$ cat config.mk
export PLATFORM = sky130hd
export DESIGN_NAME = sync_serial_port
export DESIGN_NICKNAME = d
export VERILOG_FILES = /design/src/rtl/ssp_pkg.sv /design/src/rtl/ssp_clkdiv.sv /design/src/rtl/ssp_shifter.sv /design/src/rtl/ssp_fsm.sv /design/src/rtl/sync_serial_port.sv
export SDC_FILE = /design/constraint.sdc
export NUM_CORES = 1
export LEC_CHECK = 0
export ABC_AREA = 1
export BUFFER_PORTS_ARGS = -buffer_cell sky130_fd_sc_hd__buf_2
export CAP_MARGIN = 20
export CORE_MARGIN = 3
export CORE_UTILIZATION = 40
export CTS_CLUSTER_SIZE = 40
export DETAILED_ROUTE_END_ITERATION = 8
export HOLD_SLACK_MARGIN = 0.03
export PLACE_DENSITY = 0.62
export SETUP_SLACK_MARGIN = 0.2
export SLEW_MARGIN = 15
export SYNTH_ARGS = -nofsm -noshare
export SYNTH_HDL_FRONTEND = slang
export SYNTH_SLANG_ARGS = --single-unit
$ cat constraint.sdc
create_clock -name clk -period 2.1 [get_ports clk]
set_input_delay 0.42 -clock clk [delete_from_list [all_inputs] [get_ports clk]]
set_output_delay 0.42 -clock clk [all_outputs]
set_load 0.05 [all_outputs]
$ cat src/rtl/ssp_pkg.sv
package ssp_pkg;

    typedef enum logic [1:0] {
        ST_IDLE = 2'd0,
        ST_XFER = 2'd1,
        ST_TAIL = 2'd2
    } ssp_state_e;

    localparam int unsigned CTRL_RATE_LSB = 0;
    localparam int unsigned CTRL_IDLE_LOW = 2;
    localparam int unsigned CTRL_IRQ_EN   = 4;
    localparam int unsigned CTRL_CLR      = 5;
    localparam int unsigned CTRL_FLAG     = 7;

    localparam logic ADDR_CTRL = 1'b0;
    localparam logic ADDR_DATA = 1'b1;

endpackage

$ cat src/rtl/ssp_clkdiv.sv
module ssp_clkdiv #(
    parameter int unsigned BASE_HALF = 4,
    parameter int unsigned RATE_W    = 2
) (
    input  logic              clk,
    input  logic              rst_n,
    input  logic              run,
    input  logic [RATE_W-1:0] rate,
    output logic              tick
);
    localparam int unsigned MAX_SEL  = (1 << RATE_W) - 1;
    localparam int unsigned MAX_HALF = BASE_HALF << MAX_SEL;
    localparam int unsigned CW       = $clog2(MAX_HALF);

    logic [CW-1:0] cnt_q;
    logic [CW-1:0] last_v;

    // highest code selects the shortest half period
    always_comb begin
        last_v = CW'((BASE_HALF << (MAX_SEL - 32'(rate))) - 1);
    end

    always_ff @(posedge clk or negedge rst_n) begin
        if (!rst_n) begin
            cnt_q <= '0;
        end else if (!run) begin
            cnt_q <= '0;
        end else if (cnt_q == last_v) begin
            cnt_q <= '0;
        end else begin
            cnt_q <= cnt_q + 1'b1;
        end
    end

    assign tick = run && (cnt_q == last_v);

    assert_tick_gap_R2: assert property (@(posedge clk) disable iff (!rst_n)
        tick |=> !tick);

    assert_start_phase_R2: assert property (@(posedge clk) disable iff (!rst_n)
        $rose(run) |-> (cnt_q == '0));

endmodule

$ cat src/rtl/ssp_shifter.sv
module ssp_shifter #(
    parameter int unsigned DATA_W = 8
) (
    input  logic              clk,
    input  logic              rst_n,
    input  logic              load,
    input  logic [DATA_W-1:0] load_data,
    input  logic              rise,
    input  logic              fall,
    input  logic              sdi,
    output logic              sdo,
    output logic              done,
    output logic [DATA_W-1:0] rx_data
);
    localparam int unsigned CNTW = $clog2(DATA_W + 1);

    logic [DATA_W-1:0] sh_q;
    logic [CNTW-1:0]   cnt_q;
    logic              samp_q;

    always_ff @(posedge clk or negedge rst_n) begin
        if (!rst_n) begin
            sh_q   <= '0;
            cnt_q  <= '0;
            samp_q <= 1'b0;
        end else if (load) begin
            sh_q  <= load_data;
            cnt_q <= '0;
        end else if (rise) begin
            samp_q <= sdi;
            cnt_q  <= cnt_q + 1'b1;
        end else if (fall) begin
            // a falling edge before the first sample or after the last does not shift
            if (cnt_q != '0 && cnt_q != CNTW'(DATA_W)) begin
                sh_q <= {sh_q[DATA_W-2:0], samp_q};
            end
        end
    end

    assign sdo     = sh_q[DATA_W-1];
    assign done    = rise && (cnt_q == CNTW'(DATA_W - 1));
    assign rx_data = {sh_q[DATA_W-2:0], sdi};

    assert_edge_excl_R4: assert property (@(posedge clk) disable iff (!rst_n)
        !(rise && fall));

    assert_bit_bound_R5: assert property (@(posedge clk) disable iff (!rst_n)
        cnt_q <= CNTW'(DATA_W));

    assert_sdo_hold_R4: assert property (@(posedge clk) disable iff (!rst_n)
        ($past(rise) && !$past(load)) |-> $stable(sdo));

endmodule

$ cat src/rtl/ssp_fsm.sv
module ssp_fsm
    import ssp_pkg::*;
(
    input  logic clk,
    input  logic rst_n,
    input  logic start,
    input  logic master,
    input  logic idle_low,
    input  logic tick,
    input  logic done,
    input  logic sck_in,
    output logic div_run,
    output logic rise,
    output logic fall,
    output logic sck_level,
    output logic busy
);
    ssp_state_e state_q, state_d;
    logic       sck_q;
    logic [2:0] sync_q;
    logic       ext_rise, ext_fall;

    always_ff @(posedge clk or negedge rst_n) begin
        if (!rst_n) begin
            sync_q <= 3'b111;
        end else begin
            sync_q <= {sync_q[1:0], sck_in};
        end
    end

    assign ext_rise = sync_q[1] && !sync_q[2];
    assign ext_fall = !sync_q[1] && sync_q[2];

    // state register
    always_ff @(posedge clk or negedge rst_n) begin
        if (!rst_n) begin
            state_q <= ST_IDLE;
        end else begin
            state_q <= state_d;
        end
    end

    // next state
    always_comb begin
        state_d = state_q;
        unique case (state_q)
            ST_IDLE: if (start) state_d = ST_XFER;
            ST_XFER: if (done)  state_d = (master && idle_low) ? ST_TAIL : ST_IDLE;
            ST_TAIL: if (tick)  state_d = ST_IDLE;
            default:            state_d = ST_IDLE;
        endcase
    end

    // generated clock level
    always_ff @(posedge clk or negedge rst_n) begin
        if (!rst_n) begin
            sck_q <= 1'b1;
        end else if (state_q == ST_IDLE) begin
            sck_q <= !idle_low;
        end else if (tick) begin
            sck_q <= !sck_q;
        end
    end

    // outputs
    always_comb begin
        div_run = 1'b0;
        rise    = 1'b0;
        fall    = 1'b0;
        busy    = 1'b1;
        unique case (state_q)
            ST_IDLE: busy = 1'b0;
            ST_XFER: begin
                div_run = master;
                if (master) begin
                    rise = tick && !sck_q;
                    fall = tick &&  sck_q;
                end else begin
                    rise = ext_rise;
                    fall = ext_fall;
                end
            end
            ST_TAIL: div_run = master;
            default: busy = 1'b0;
        endcase
    end

    assign sck_level = sck_q;

    assert_idle_level_R3: assert property (@(posedge clk) disable iff (!rst_n)
        $past(state_q == ST_IDLE) |-> (sck_q == !$past(idle_low)));

    assert_slave_quiet_R8: assert property (@(posedge clk) disable iff (!rst_n)
        (state_q != ST_IDLE && $past(state_q != ST_IDLE) && !master && $past(!master))
            |-> $stable(sck_q));

    assert_tail_exit_R3: assert property (@(posedge clk) disable iff (!rst_n)
        (state_q == ST_TAIL && tick) |=> (state_q == ST_IDLE && !sck_q));

endmodule

$ cat src/rtl/sync_serial_port.sv
module sync_serial_port
    import ssp_pkg::*;
#(
    parameter int unsigned DATA_W    = 8,
    parameter int unsigned RATE_W    = 2,
    parameter int unsigned BASE_HALF = 4
) (
    input  logic              clk,
    input  logic              rst_n,
    input  logic              bus_addr,
    input  logic              bus_wr,
    input  logic [DATA_W-1:0] bus_wdata,
    output logic [DATA_W-1:0] bus_rdata,
    input  logic              master_en,
    input  logic              sck_in,
    output logic              sck_out,
    output logic              sck_oe,
    output logic              sdo,
    input  logic              sdi,
    output logic              irq
);
    logic [RATE_W-1:0] rate_q;
    logic              idle_low_q;
    logic              irq_en_q;
    logic              flag_q;
    logic [DATA_W-1:0] data_q;

    logic              wr_ctrl, wr_data, start;
    logic              busy, div_run, tick, rise, fall, done;
    logic [DATA_W-1:0] rx_data;
    logic [DATA_W-1:0] ctrl_img;
    logic              wdata_unused;

    assign wr_ctrl      = bus_wr && (bus_addr == ADDR_CTRL);
    assign wr_data      = bus_wr && (bus_addr == ADDR_DATA);
    assign start        = wr_data && !busy;
    assign wdata_unused = ^bus_wdata;

    always_ff @(posedge clk or negedge rst_n) begin
        if (!rst_n) begin
            rate_q     <= '0;
            idle_low_q <= 1'b0;
            irq_en_q   <= 1'b0;
        end else if (wr_ctrl) begin
            rate_q     <= bus_wdata[CTRL_RATE_LSB +: RATE_W];
            idle_low_q <= bus_wdata[CTRL_IDLE_LOW];
            irq_en_q   <= bus_wdata[CTRL_IRQ_EN];
        end
    end

    // completion wins over a clear in the same cycle
    always_ff @(posedge clk or negedge rst_n) begin
        if (!rst_n) begin
            flag_q <= 1'b0;
        end else if (done) begin
            flag_q <= 1'b1;
        end else if (wr_ctrl && bus_wdata[CTRL_CLR]) begin
            flag_q <= 1'b0;
        end
    end

    always_ff @(posedge clk or negedge rst_n) begin
        if (!rst_n) begin
            data_q <= '0;
        end else if (done) begin
            data_q <= rx_data;
        end else if (start) begin
            data_q <= bus_wdata;
        end
    end

    always_comb begin
        ctrl_img                               = '0;
        ctrl_img[CTRL_RATE_LSB +: RATE_W]      = rate_q;
        ctrl_img[CTRL_IDLE_LOW]                = idle_low_q;
        ctrl_img[CTRL_IRQ_EN]                  = irq_en_q;
        ctrl_img[CTRL_FLAG]                    = flag_q;
        bus_rdata = (bus_addr == ADDR_DATA) ? data_q : ctrl_img;
    end

    ssp_clkdiv #(
        .BASE_HALF (BASE_HALF),
        .RATE_W    (RATE_W)
    ) u_div (
        .clk   (clk),
        .rst_n (rst_n),
        .run   (div_run),
        .rate  (rate_q),
        .tick  (tick)
    );

    ssp_fsm u_fsm (
        .clk       (clk),
        .rst_n     (rst_n),
        .start     (start),
        .master    (master_en),
        .idle_low  (idle_low_q),
        .tick      (tick),
        .done      (done),
        .sck_in    (sck_in),
        .div_run   (div_run),
        .rise      (rise),
        .fall      (fall),
        .sck_level (sck_out),
        .busy      (busy)
    );

    ssp_shifter #(
        .DATA_W (DATA_W)
    ) u_shift (
        .clk       (clk),
        .rst_n     (rst_n),
        .load      (start),
        .load_data (bus_wdata),
        .rise      (rise),
        .fall      (fall),
        .sdi       (sdi),
        .sdo       (sdo),
        .done      (done),
        .rx_data   (rx_data)
    );

    assign sck_oe = master_en;
    assign irq    = flag_q && irq_en_q;

    assert_flag_set_R5: assert property (@(posedge clk) disable iff (!rst_n)
        done |=> flag_q);

    assert_flag_clear_R6: assert property (@(posedge clk) disable iff (!rst_n)
        (wr_ctrl && bus_wdata[CTRL_CLR] && !done) |=> !flag_q);

    assert_busy_write_R9: assert property (@(posedge clk) disable iff (!rst_n)
        (busy && wr_data && !done) |=> $stable(data_q));

    assert_irq_quiet_R7: assert property (@(posedge clk) disable iff (!rst_n)
        (!flag_q && !done) |=> !irq || $past(wr_ctrl) == 1'b0 && !irq);

endmodule

# After elaboration in Yosys (flattened, before gate mapping)
# Index checks and enable logic that the tools add are counted.
[word_totals]
regBits = 37
out_inout_bits = 12
inputBits = 15
[classes]
addsub = 4
muxes = 26
reduce_logical = 30
n_bitwise = 2
n_eq_ne = 9
n_shift = 1
[op_table]
columns = ["op", "n"]
rows = [
  ["two-way mux 8 bit", 7],
  ["<< shifter 3 x 32 -> 5 bit, first input constant", 1],
  ["logical AND 1 bit", 13],
  ["nonzero test 2 bit", 6],
  ["two-way mux 1 bit", 10],
  ["two-way mux 5 bit", 2],
  ["two-way mux 2 bit", 4],
  ["two-way mux 4 bit", 2],
  ["!= test 2 bit, second input constant", 3],
  ["one-hot mux 2 bit (3 select lines)", 1],
  ["AND reduction 3 bit", 2],
  ["adder 5 x 1 -> 5 bit, second input constant", 1],
  ["equality test 5 bit", 1],
  ["logical NOT 1 bit", 5],
  ["subtractor 5 x 1 -> 5 bit, second input constant", 1],
  ["adder 4 x 1 -> 4 bit, second input constant", 1],
  ["equality test 4 x 3 -> 1 bit, second input constant", 1],
  ["!= test 4 bit, second input constant", 1],
  ["nonzero test 4 bit", 1],
  ["subtractor 2 x 2 -> 3 bit, first input constant", 1],
  ["equality test 2 x 1 -> 1 bit, second input constant", 1],
  ["equality test 2 bit, second input constant", 1],
  ["logical NOT 2 bit", 1],
  ["!= test 2 x 1 -> 1 bit, second input constant", 1],
  ["3 further kinds", 4],
]

# Depth between registers and ports, before layout
[depth]
word_depth = 11
depth_mapped = 13

# By module
# A second synthesis with hierarchy kept.
[unflattened]
cells_unflattened = 296
area_unflattened_um2 = 2228.4
[modules_own_cells]
columns = ["mod", "seq_area_each_um2", "area_per_inst_um2", "instances", "cells_each"]
rows = [
  ["ssp_shifter", 325.3, 775.7, 1, 99],
  ["sync_serial_port", 325.3, 739.5, 1, 105],
  ["ssp_fsm", 155.1, 384.1, 1, 50],
  ["ssp_clkdiv", 125.1, 329.1, 1, 42],
]

# Least setup slack after synthesis
# No wires, ideal clock.
[synth_timing]
path_type = "input to output"
from = "input port bus_addr"
to = "output port bus_rdata[0]"
arrival_time_ns = 1.718
stages = 2
n_path_buf = 1
t_required_ns = 1.680
path_slack_ns = -0.038
path_cell_list = "clkbuf_1 -> o21ai_0"
[synth_via]
elab_chain_cells = 1
[synth_rtl]
columns = ["element", "line", "rtl"]
rows = [
  ["from (decl)", "sync_serial_port.sv:10", "input logic bus_addr,"],
  ["two-way mux 8 bit", "sync_serial_port.sv:78", "bus_rdata = (bus_addr == ADDR_DATA) ? data_q : ctrl_img;"],
  ["to (decl)", "sync_serial_port.sv:13", "output logic [DATA_W-1:0] bus_rdata,"],
]
# No other way between the ends.

# Final worst setup path
[layout_timing]
from = "register u_div.cnt_q[0]"
to = "register data_q[4]"
[layout_via]
elab_chain_cells = 7
[layout_rtl]
columns = ["element", "line", "rtl"]
rows = [
  ["from (decl)", "ssp_clkdiv.sv:15", "logic [CW-1:0] cnt_q;"],
  ["from (signal assigned)", "ssp_clkdiv.sv:31", "cnt_q <= cnt_q + 1'b1;"],
  ["equality test 5 bit (*)", "ssp_clkdiv.sv:35", "assign tick = run && (cnt_q == last_v);"],
  ["logical AND 1 bit (*)", "ssp_clkdiv.sv:35", ""],
  ["logical AND 1 bit (*)", "ssp_fsm.sv:76", "rise = tick && !sck_q;"],
  ["two-way mux 1 bit (*)", "ssp_fsm.sv:75", "if (master) begin"],
  ["two-way mux 1 bit (*)", "ssp_fsm.sv:71", "unique case (state_q)"],
  ["logical AND 1 bit (*)", "ssp_shifter.sv:41", "assign done = rise && (cnt_q == CNTW'(DATA_W - 1));"],
  ["two-way mux 8 bit or nonzero test 2 bit (tied branches)", "n/a", ""],
  ["to (signal assigned)", "sync_serial_port.sv:66", "data_q <= rx_data;"],
  ["to (signal assigned)", "sync_serial_port.sv:68", "data_q <= bus_wdata;"],
  ["to (decl)", "sync_serial_port.sv:26", "logic [DATA_W-1:0] data_q;"],
]
# Mark *: on every way between the ends. The rest lies on a longest branch, timed or not.
# A chain may end at the register's enable or synchronous reset.

==> results.json <==
{
  "grt_overflow_total": 0,
  "dp_hpwl_um": 3130,
  "max_freq_mhz": 572,
  "synth_area_um2": 1980,
  "async_flop_share_pct": 100,
  "fin_setup_tns_ns": 0,
  "synth_edf_count": 0,
  "syn_avg_cell_area_um2": 7.79,
  "start_kind": "register",
  "switching_share_pct": 42.4,
  "cts_root_buf": "clkbuf_8",
  "wirelength_um": 4190,
  "r2r_end": "data_q[4]$_DFFE_PN0P_",
  "critPathLaunch": "u_div.cnt_q[0]$_DFF_PN0_",
  "r2r_slack_ns": 0.35,
  "vdd_drop_max_mv": 0.676,
  "hold_viol": 0,
  "endpoint_kind": "register",
  "grt_pass1_wl_um": 7290,
  "post-route-drc-count": 0,
  "finClkSkew_ns": 0.00743,
  "numCtsBuffers": 5,
  "track_usage_pct": 15.4,
  "synth-seq-cells": 37,
  "grt_use_met1_pct": 22.9,
  "r2r_start": "u_div.cnt_q[0]$_DFF_PN0_",
  "ant_nets": 0,
  "yosysWarnings": 0,
  "die-width_um": 76.3,
  "busiest_layer": "met1",
  "hold_buffers": 0,
  "grt_pass1_vias": 1571,
  "period_minus_slack_ns": 1.75,
  "p_per_area_nw_per_um2": 1160,
  "cts.clk_slew.worst_paths_ns": 0.07,
  "antenna_cells": 0,
  "place.gp.congestion": 0.788,
  "hold_class": "in2async",
  "grt_max_degree": 22,
  "power.internal_uw": 1560,
  "grtUsageMet3_pct": 3.55,
  "die_h_um": 76.3,
  "syn_to_final_growth_pct": 18.6,
  "syn_nets": 275,
  "final_util_pct": 51.4,
  "synth-seq-area-share_pct": 47.1,
  "rows": 24,
  "insertion_delay_ns": 0.28,
  "wl_per_cell_um": 11.8,
  "io_pins": 27,
  "worst_pin_slew_ns": 0.533,
  "fin_crit_sh_pct": 83.2,
  "final_nets": 310,
  "mostFrequentLayoutCells": "nand2_1, dfrtp_1, inv_1",
  "clock_sinks": 37,
  "firstDrtPassIters": 4,
  "yosysTopAreaCell": "dfrtp_1",
  "antenna_found_initial": 0,
  "drtIter0Drc": 93,
  "critPathMaxFanout": 5,
  "max-clock-path-buffers": 2,
  "multi_input_area_um2": 928,
  "rsz0062_at_grt": "no",
  "synth_top_area_share_pct": 41.7,
  "vias": 1670,
  "layout_commonest_cell": "nand2_1",
  "max_slew_margin_pct": 64.3,
  "netlist_instances": 254,
  "power_leakage_uw": 0.00128,
  "pwr-share-clk_pct": 18.5,
  "p_switching_uw": 1150,
  "p_total_uw": 2710,
  "combinationalPowerShare_pct": 41.2,
  "seq_area_um2": 931,
  "dieArea_um2": 5830,
  "seq_power_share_pct": 40.3,
  "cts_tree": "built",
  "core_area_um2": 4560,
  "drive_above_1_share_pct": 22.4,
  "cp-endpoint": "data_q[4]$_DFFE_PN0P_",
  "viasPerCell": 4.70,
  "grt_util_met2_pct": 22.6,
  "drv_slew": 0,
  "setup_violations": 0,
  "reg2reg_depth": 12,
  "path_class": "reg2reg",
  "initial_core_util_pct": 43.3,
  "status": "finished clean",
  "num-fill-cells": 466,
  "h-tree-depth": 2,
  "ys_types": 32,
  "synthTopCellsByArea": "dfrtp_1, nand2_1, inv_1, dfstp_2, nand3_1",
  "numPortBuffers": 26,
  "max-cap-violations": 0,
  "worstPathRequired_ns": 2.27,
  "synthFlopType": "dfrtp_1",
  "cp.arrival_ns": 1.92
}
[cell type report]
class / count / area share (%)
Multi-Input combinational cell: 178 / 39.6
Inverter: 36 / 5.76
Tap cell: 65 / 3.47
Timing Repair Buffer: 31 / 7.68
Clock buffer: 8 / 3.84
Sequential cell: 37 / 39.7
[power by group through the flow]
stage | sequential [µW] | combinational [µW] | clock, µW
floorplan | 1130 | 785 | 0
global placement | 1100 | 1070 | 0
detailed placement | 1110 | 1080 | 0
CTS | 1100 | 1090 | 515
global route | 1130 | 1270 | 545
finish | 1100 | 1120 | 502
[logic make-up (layout without fill, tap and decap cells)]
family,count (synthesis),in the layout,share of synthesized area [%]
flip-flops,37,37,47.1
buffers and inverters,41,75,8.41
XOR/XNOR,2,2,0.886
AO/OA/AOI/OAI,30,30,8.79
multiplexers,1,1,0.569
AND/OR/NAND/NOR,137,139,30.5
adder cells (fa/ha/maj),6,6,3.79
[Yosys cell counts, types with 3 or more instances]
library cell  number
dfrtp_1           33
inv_2              4
nand2_1           88
nor2_1            14
ha_1               6
inv_1             30
o21ai_0           12
dfstp_2            4
a21oi_1            3
o21ai_1            8
nand2_2            4
nand3_1           20
nand4_1            4
[flip-flops by register name, summed over array words and instances, names as in the netlist]
signal	count
data_q	8
u_shift.sh_q	8
u_div.cnt_q	5
u_shift.cnt_q	4
u_fsm.sync_q	3
rate_q	2
u_fsm.state_q	2
flag_q	1
idle_low_q	1
irq_en_q	1
u_fsm.sck_level	1
u_shift.samp_q	1
[worst max-delay path: stages, from the launching register on]
cell,delay [ns]
dfrtp_1,0.40
ha_1,0.23
nand2_1,0.10
inv_2,0.05
a21oi_2,0.17
nor2_4,0.07
nand3_1,0.11
nand2_4,0.10
nand3_4,0.10
buf_4,0.12
nand2_1,0.04
o21ai_1,0.10
nand2_1,0.07
[routing by layer]
| layer | routed length (µm) | vias up |
|---|---|---|
| met4 | 36 | 0 |
| li1 | - | 872 |
| met3 | 173 | 5 |
| met1 | 2100 | 766 |
| met5 | 0 | - |
| met2 | 1890 | 27 |
[worst min-delay path by stage]
stage                         startpoint                     endpoint  slack, ns  cells after the start
6_report                           rst_n        data_q[3]$_DFFE_PN0P_       0.08                      1
2_1_floorplan                      rst_n        data_q[0]$_DFFE_PN0P_       0.12                      0
3_5_place_dp   u_fsm.sync_q[0]$_DFF_PN1_    u_fsm.sync_q[1]$_DFF_PN1_       0.35                      0
5_1_grt                            rst_n  u_shift.sh_q[6]$_DFFE_PN0P_       0.10                      1
3_3_place_gp   u_fsm.sync_q[0]$_DFF_PN1_    u_fsm.sync_q[1]$_DFF_PN1_       0.35                      0
4_1_cts                            rst_n        data_q[3]$_DFFE_PN0P_       0.09                      1
[stage by stage]
step | hold slack (ns) | worst slack [ns] | instance area (µm²) | instances
after global placement | 0.346 | 0.365 | 2190 | 343
after global routing | 0.104 | 0.196 | 2350 | 355
after floorplan | 0.124 | -0.0377 | 1980 | 254
final | 0.0823 | 0.353 | 2350 | 355
after detailed placement | 0.348 | 0.285 | 2190 | 343
after CTS | 0.0907 | 0.268 | 2280 | 351
[repair_timing]
item | CTS | global route
hold endpoints to repair | 0 | 0
setup endpoints to repair | 0 | 19
resized for setup | 0 | 7
setup buffers | 0 | 2
Power figures use the tool's default switching activity.
